--- src/rtl/rxr_pkg.sv ---
package rxr_pkg;
    typedef enum logic {ST_RECV, ST_FILL} rxr_state_e;

    localparam int          CW            = 16;       // frame byte/length counter width
    localparam int          DESC_BYTES    = 6;
    localparam int          ETH_HDR_BYTES = 14;
    localparam int          ETYPE_HI_POS  = 12;
    localparam int          ETYPE_LO_POS  = 13;
    localparam int          IP_PROTO_POS  = 23;       // link header + 9
    localparam int          MAX_LEN       = 4095;     // 12-bit length field
    localparam logic [15:0] ETYPE_IPV4    = 16'h0800;
    localparam logic [7:0]  NON_IP_PROTO  = 8'hFF;
endpackage

--- src/rtl/rxr_space.sv ---
// Ring distance, fit test, aligned next-packet address and wrap flag.
module rxr_space
    import rxr_pkg::*;
#(
    parameter int AW = 13
) (
    input  logic [AW-1:0] base,
    input  logic [AW-1:0] rd,
    input  logic [CW-1:0] body,
    output logic [CW-1:0] room,
    output logic [AW-1:0] next,
    output logic          wrap,
    output logic          fits
);
    localparam int RING = 1 << AW;

    logic [AW-1:0] diff;
    logic [CW-1:0] total;
    logic [CW-1:0] aligned;

    always_comb begin
        diff    = rd - base;
        room    = (diff == '0) ? CW'(RING) : CW'(diff);
        total   = CW'(DESC_BYTES) + body;
        aligned = (total + CW'(3)) & {{(CW-2){1'b1}}, 2'b00};
        fits    = (aligned < room) && (body <= CW'(MAX_LEN));
        next    = base + aligned[AW-1:0];
        wrap    = (CW'(base) + total) > CW'(RING);
    end
endmodule

--- src/rtl/rxr_hdr.sv ---
// Selects one descriptor byte by index.
module rxr_hdr #(
    parameter int AW = 13
) (
    input  logic [2:0]    sel,
    input  logic [AW-1:0] next,
    input  logic          wrap,
    input  logic [11:0]   len,
    input  logic [7:0]    off,
    input  logic [7:0]    proto,
    output logic [7:0]    byte_o
);
    logic [15:0] nx;

    always_comb begin
        nx = 16'(next);
        case (sel)
            3'd0:    byte_o = nx[15:8];
            3'd1:    byte_o = nx[7:0];
            3'd2:    byte_o = {wrap, 3'b000, len[11:8]};
            3'd3:    byte_o = len[7:0];
            3'd4:    byte_o = off;
            default: byte_o = proto;
        endcase
    end
endmodule

--- src/rtl/rx_ring_writer.sv ---
module rx_ring_writer
    import rxr_pkg::*;
#(
    parameter int AW = 13,
    parameter int DW = 16
) (
    input  logic          clk,
    input  logic          rst_n,
    input  logic          strip_mode,
    input  logic          in_valid,
    input  logic [7:0]    in_data,
    input  logic          in_last,
    input  logic          in_err,
    input  logic [AW-1:0] rd_ptr,
    output logic          mem_we,
    output logic [AW-1:0] mem_addr,
    output logic [7:0]    mem_data,
    output logic [AW-1:0] wr_ptr,
    output logic [DW-1:0] drop_count
);
    localparam logic [7:0] OFF_STRIP = 8'(DESC_BYTES);
    localparam logic [7:0] OFF_KEEP  = 8'(DESC_BYTES + ETH_HDR_BYTES);

    typedef struct packed {
        rxr_state_e    st;
        logic [AW-1:0] wr_ptr;
        logic [CW-1:0] idx;
        logic [CW-1:0] body;
        logic          strip;
        logic [15:0]   etype;
        logic [7:0]    proto;
        logic          ovf;
        logic [2:0]    fidx;
        logic [DW-1:0] drops;
        logic          we;
        logic [AW-1:0] waddr;
        logic [7:0]    wdata;
    } regs_t;

    regs_t r_q, r_d;

    logic          strip_e, store_e, take_e, ovf_now;
    logic [CW-1:0] slot_k, body_n, room;
    logic [AW-1:0] next_ptr;
    logic          wrap_f, fits_f;
    logic [7:0]    hdr_byte;
    logic          filling;

    // Byte acceptance for the current input beat.
    always_comb begin
        strip_e = (r_q.idx == '0) ? strip_mode : r_q.strip;
        slot_k  = CW'(DESC_BYTES) + r_q.body;
        store_e = !(strip_e && (r_q.idx < CW'(ETH_HDR_BYTES)));
        take_e  = in_valid && (r_q.st == ST_RECV) && store_e && !r_q.ovf && (slot_k < room);
        ovf_now = r_q.ovf || (in_valid && store_e && !take_e);
        body_n  = r_q.body + CW'(take_e);
    end

    rxr_space #(.AW(AW)) u_space (
        .base (r_q.wr_ptr),
        .rd   (rd_ptr),
        .body (body_n),
        .room (room),
        .next (next_ptr),
        .wrap (wrap_f),
        .fits (fits_f)
    );

    rxr_hdr #(.AW(AW)) u_hdr (
        .sel    (r_q.fidx),
        .next   (next_ptr),
        .wrap   (wrap_f),
        .len    (r_q.body[11:0]),
        .off    (r_q.strip ? OFF_STRIP : OFF_KEEP),
        .proto  (r_q.proto),
        .byte_o (hdr_byte)
    );

    always_comb begin
        r_d    = r_q;
        r_d.we = 1'b0;
        unique case (r_q.st)
            ST_RECV: begin
                if (in_valid) begin
                    r_d.strip = strip_e;
                    r_d.body  = body_n;
                    r_d.ovf   = ovf_now;
                    if (take_e) begin
                        r_d.we    = 1'b1;
                        r_d.waddr = r_q.wr_ptr + slot_k[AW-1:0];
                        r_d.wdata = in_data;
                    end
                    if (r_q.idx == '0)
                        r_d.proto = NON_IP_PROTO;
                    if (r_q.idx == CW'(ETYPE_HI_POS))
                        r_d.etype[15:8] = in_data;
                    if (r_q.idx == CW'(ETYPE_LO_POS))
                        r_d.etype[7:0] = in_data;
                    if ((r_q.idx == CW'(IP_PROTO_POS)) && (r_q.etype == ETYPE_IPV4))
                        r_d.proto = in_data;
                    if (r_q.idx != '1)
                        r_d.idx = r_q.idx + CW'(1);
                    if (in_last) begin
                        r_d.idx = '0;
                        r_d.ovf = 1'b0;
                        if (in_err) begin
                            r_d.body = '0;
                        end else if (!ovf_now && fits_f) begin
                            r_d.st   = ST_FILL;
                            r_d.fidx = '0;
                        end else begin
                            r_d.drops = r_q.drops + DW'(1);
                            r_d.body  = '0;
                        end
                    end
                end
            end
            ST_FILL: begin
                if (r_q.fidx < 3'd6) begin
                    r_d.we    = 1'b1;
                    r_d.waddr = r_q.wr_ptr + AW'(r_q.fidx);
                    r_d.wdata = hdr_byte;
                    r_d.fidx  = r_q.fidx + 3'd1;
                end else begin
                    r_d.wr_ptr = next_ptr;
                    r_d.body   = '0;
                    r_d.st     = ST_RECV;
                end
            end
            default: r_d.st = ST_RECV;
        endcase
    end

    always_ff @(posedge clk) begin
        if (!rst_n) r_q <= '0;
        else        r_q <= r_d;
    end

    assign mem_we     = r_q.we;
    assign mem_addr   = r_q.waddr;
    assign mem_data   = r_q.wdata;
    assign wr_ptr     = r_q.wr_ptr;
    assign drop_count = r_q.drops;
    assign filling    = (r_q.st == ST_FILL);
endmodule

--- config.mk ---
export PLATFORM = sky130hd
export DESIGN_NAME = rx_ring_writer
export DESIGN_NICKNAME = d
export VERILOG_FILES = /design/src/rtl/rxr_pkg.sv /design/src/rtl/rxr_space.sv /design/src/rtl/rxr_hdr.sv /design/src/rtl/rx_ring_writer.sv
export SDC_FILE = /design/constraint.sdc
export NUM_CORES = 1
export LEC_CHECK = 0
export BUFFER_PORTS_ARGS = -buffer_cell sky130_fd_sc_hd__clkbuf_2
export CAP_MARGIN = 5
export CORE_ASPECT_RATIO = 0.8
export CORE_UTILIZATION = 35
export CTS_BUF_LIST = sky130_fd_sc_hd__clkbuf_16
export CTS_CLUSTER_SIZE = 8
export DETAILED_ROUTE_END_ITERATION = 12
export REMOVE_ABC_BUFFERS = 1
export SYNTH_ARGS = -nofsm -noshare
export SYNTH_HDL_FRONTEND = slang
export SYNTH_SLANG_ARGS = --single-unit
--- constraint.sdc ---
create_clock -name clk -period 12.2 [get_ports clk]
set_input_delay 1.22 -clock clk [delete_from_list [all_inputs] [get_ports clk]]
set_output_delay 1.22 -clock clk [all_outputs]
set_load 0.005 [all_outputs]
==> results.sh <==
export IMPL_maxCapViolCount=0
export IMPL_p_seq_share_pct=48.5
export IMPL_slew_headroom_pct=32.7
export IMPL_core_area_mm2=0.0253
export IMPL_p_int_w=0.000552
export IMPL_worst_setup_path_type="reg -> reg"
export IMPL_clock_sinks=111
export IMPL_areaGrowthSynthToFinish_pct=6.44
export IMPL_top_level_ports=78
export IMPL_synth_most_common_cell="nor2_1"
export IMPL_peakVddDrop_mv=0.0664
export IMPL_fin_crit_sh_pct=85.0
export IMPL_slew_violations=0
export IMPL_combPwrFrac_pct=12.1
export IMPL_final_nets=1245
export IMPL_status="finished clean"
export IMPL_hold_depth=2
export IMPL_ant_nets=0
export IMPL_p_per_area_mw_per_mm2=80.5
export IMPL_timing_rr_end="r_q[39]"
export IMPL_drt_first_pass_iters=7
export IMPL_path_max_fanout=32
export IMPL_finalSetupViolations=0
export IMPL_netlist_area_mm2=0.00904
export IMPL_max_clock_path_buffers=2
export IMPL_start_util_pct=35.7
export IMPL_num_vias=7960
export IMPL_max_freq_mhz=96.4
export IMPL_holdCritStartpoint="mem_addr[2]"
export IMPL_die_h_um=146
export IMPL_synth_edf_count=0
export IMPL_rrSetupSlack_ns=1.83
export IMPL_cpPeakStageDelay_ns=0.75
export IMPL_worst_r2r_path_depth=36
export IMPL_drive_gt1_share_pct=11.0
export IMPL_swShare_pct=28.8
export IMPL_final_util_pct=38.0
export IMPL_startpoint_type="register"
export IMPL_ys_ff_latch=111
export IMPL_grt_max_degree=70
export IMPL_synth_warning_count=0
export IMPL_tns_ns=0
export IMPL_clk_latency_ns=0.36
export IMPL_antenna_cells=0
export IMPL_synthTopCellsByCount="nor2_1 (131), dfxtp_1 (111), nand2_1 (96)"
export IMPL_cts_htree_levels=3
export IMPL_grt_pass1_vias=7384
export IMPL_viasPerCell=5.46
export IMPL_worst_path_most_repeated_cell="ha_1"
export IMPL_portBuffers=75
export IMPL_min_to="mem_addr[2]"
export IMPL_power_share_clock_pct=39.4
export IMPL_post_route_drc_count=0
export IMPL_holdWs_ns=0.474
export IMPL_grt_pass1_wl_um=41400
export IMPL_worstPathRequired_ns=12.41
export IMPL_finalHoldViolations=0
export IMPL_cts_tree="done"
export IMPL_antenna_found_initial=0
export IMPL_num_rows=52
export IMPL_synth_area_leaders="dfxtp_1 (25%), ha_1 (12%), xnor2_1 (5.6%)"
export IMPL_numCtsBuffers=9
export IMPL_p_sw_w=0.000223
export IMPL_hpwl_um=20700
export IMPL_gp_congestion=0.913
export IMPL_rsz0062_at_grt="false"
export IMPL_postSynthAreaPerCell_um2=8.01
export IMPL_ys_seq_area_share_pct=24.6
export IMPL_power_total_w=0.000774
export IMPL_worst_path_max_delay_cell="dfxtp_1"
export IMPL_die_x_um=182
export IMPL_cts_setup_buffers=0
export IMPL_die_area_mm2=0.0265
export IMPL_drt_total_wl_um=26400
export IMPL_clk_pin_slew_ns=0.08
export IMPL_drt_initial_drc_count=716
export IMPL_synth_top_cell_by_area="dfxtp_1"
export IMPL_hold_buffers=0
export IMPL_worst_pin_slew_ns=1.01
export IMPL_globalRouteOverflowTotal=0
export IMPL_wire_per_inst_um=18.1
export IMPL_hold_path_class="reg -> reg"
export IMPL_async_flop_share_pct=0
export IMPL_gr_usage_all_layers_pct=20.0
export IMPL_cp_arrival_ns=10.59
export IMPL_synth_cell_types=74
export IMPL_p_leak_nw=3.97
export IMPL_yosysTopAreaCellShare_pct=24.6
export IMPL_reg2reg_from="wr_ptr[3]"
export IMPL_cp_end_kind="register"
export IMPL_fin_worst_skew_ns=0.0122
export IMPL_cts_resized=0
export IMPL_cts_root_buffer="clkbuf_16"
export IMPL_netlist_instances=1129
export IMPL_fin_crit_ns=10.37
export IMPL_ys_flop_type="dfxtp_1"
critical path, delay by kind of cell, from the launching register on:
| kind | cells | cell delay (ns) |
|---|---|---|
| buf+inv | 2 | 0.55 |
| simple gates | 9 | 1.88 |
| xor+xnor | 4 | 1.40 |
| compound gates | 16 | 3.89 |
| fa+ha+maj | 5 | 1.72 |
| flops | 1 | 0.75 |
worst max-delay path by stage:
stage	from	endpoint	slack (ns)	cells after the start
6_report	wr_ptr[3]	r_q[39]	1.83	36
5_1_grt	wr_ptr[3]	r_q[40]	0.96	36
4_1_cts	wr_ptr[3]	r_q[39]	1.91	36
3_5_place_dp	rd_ptr[2]	r_q[40]	1.62	38
3_3_place_gp	rd_ptr[2]	r_q[40]	1.95	38
2_1_floorplan	rd_ptr[2]	r_q[39]	2.23	37
stage by stage:
stage / std cells / worst slack (ns) / cell area (um^2)
finish: 1458 / 1.83 / 9620
global route: 1458 / 0.960 / 9620
CTS: 1458 / 1.91 / 9620
detailed placement: 1442 / 1.62 / 9310
global placement: 1442 / 1.95 / 9310
floorplan: 1037 / 2.23 / 8480
flip-flops by register name (all words and copies together) (netlist names):
register,cells
filling,1
mem_data,8
r_q,61
drop_count,16
mem_we,1
mem_addr,13
wr_ptr,11
cells in the final DEF (no fill, tap or decap), types with 6 or more instances in the layout:
cell	netlist	routed
and3_1	9	9
clkbuf_2	1	75
o21a_1	6	6
a21boi_0	7	7
or4_1	6	6
xnor2_1	58	58
nor4_1	9	9
inv_1	62	61
nand3_1	31	31
o221a_2	8	8
nor3_1	26	26
dfxtp_1	111	111
mux2i_1	23	23
a2bb2oi_1	14	14
nor2_1	131	131
xor2_1	41	41
a211oi_1	10	10
nor4b_1	6	6
a21oi_1	59	59
a31oi_1	7	6
o211ai_1	13	13
a221oi_1	12	12
nor2b_1	17	17
o21ai_0	35	35
a22oi_1	7	7
or3_1	11	11
and2_1	12	12
buf_4	52	6
nand4_1	20	20
o21bai_1	8	8
nand2b_1	12	12
ha_1	85	85
clkbuf_16	0	9
a21o_1	12	12
nand2_1	96	96
layer usage:
layer	GRT usage [%]	routed length, um	vias up	part of all wire (%)
met5	0	0	-	0
met1	30.0	13300	3727	50
met3	3.63	1890	23	7.2
met4	3.94	325	0	1.2
met2	29.4	10900	258	41
li1	-	-	3952	-
power by group through the flow:
stage / Clock (W) / Sequential [W] / Combinational [W]
6_report: 0.000305 / 0.000375 / 0.0000941
5_1_grt: 0.000325 / 0.000376 / 0.000104
4_1_cts: 0.000310 / 0.000375 / 0.0000937
3_5_place_dp: 0 / 0.000384 / 0.0000932
3_3_place_gp: 0 / 0.000384 / 0.0000917
2_1_floorplan: 0 / 0.000382 / 0.0000586
cells by family after synthesis:
group / Yosys count / synth area share (%)
AND/OR/NAND/NOR: 406 / 22.1
AO/OA/AOI/OAI: 236 / 18.2
buffers and inverters: 156 / 8.87
flip-flops: 111 / 24.6
XOR/XNOR: 105 / 10.8
adder cells (fa/ha/maj): 89 / 12.7
multiplexers: 25 / 2.80
other: 1 / 0.0415
cell type report:
| cell class | count | area, um^2 |
|---|---|---|
| Clock buffer | 9 | 225 |
| Timing Repair Buffer | 81 | 420 |
| Multi-Input combinational cell | 863 | 6020 |
| Tap cell | 324 | 405 |
| Clock inverter | 7 | 86.3 |
| Fill cell | 2617 | 15700 |
| Inverter | 63 | 236 |
| Sequential cell | 111 | 2220 |
Note: power is estimated with default switching activity, not from simulation.
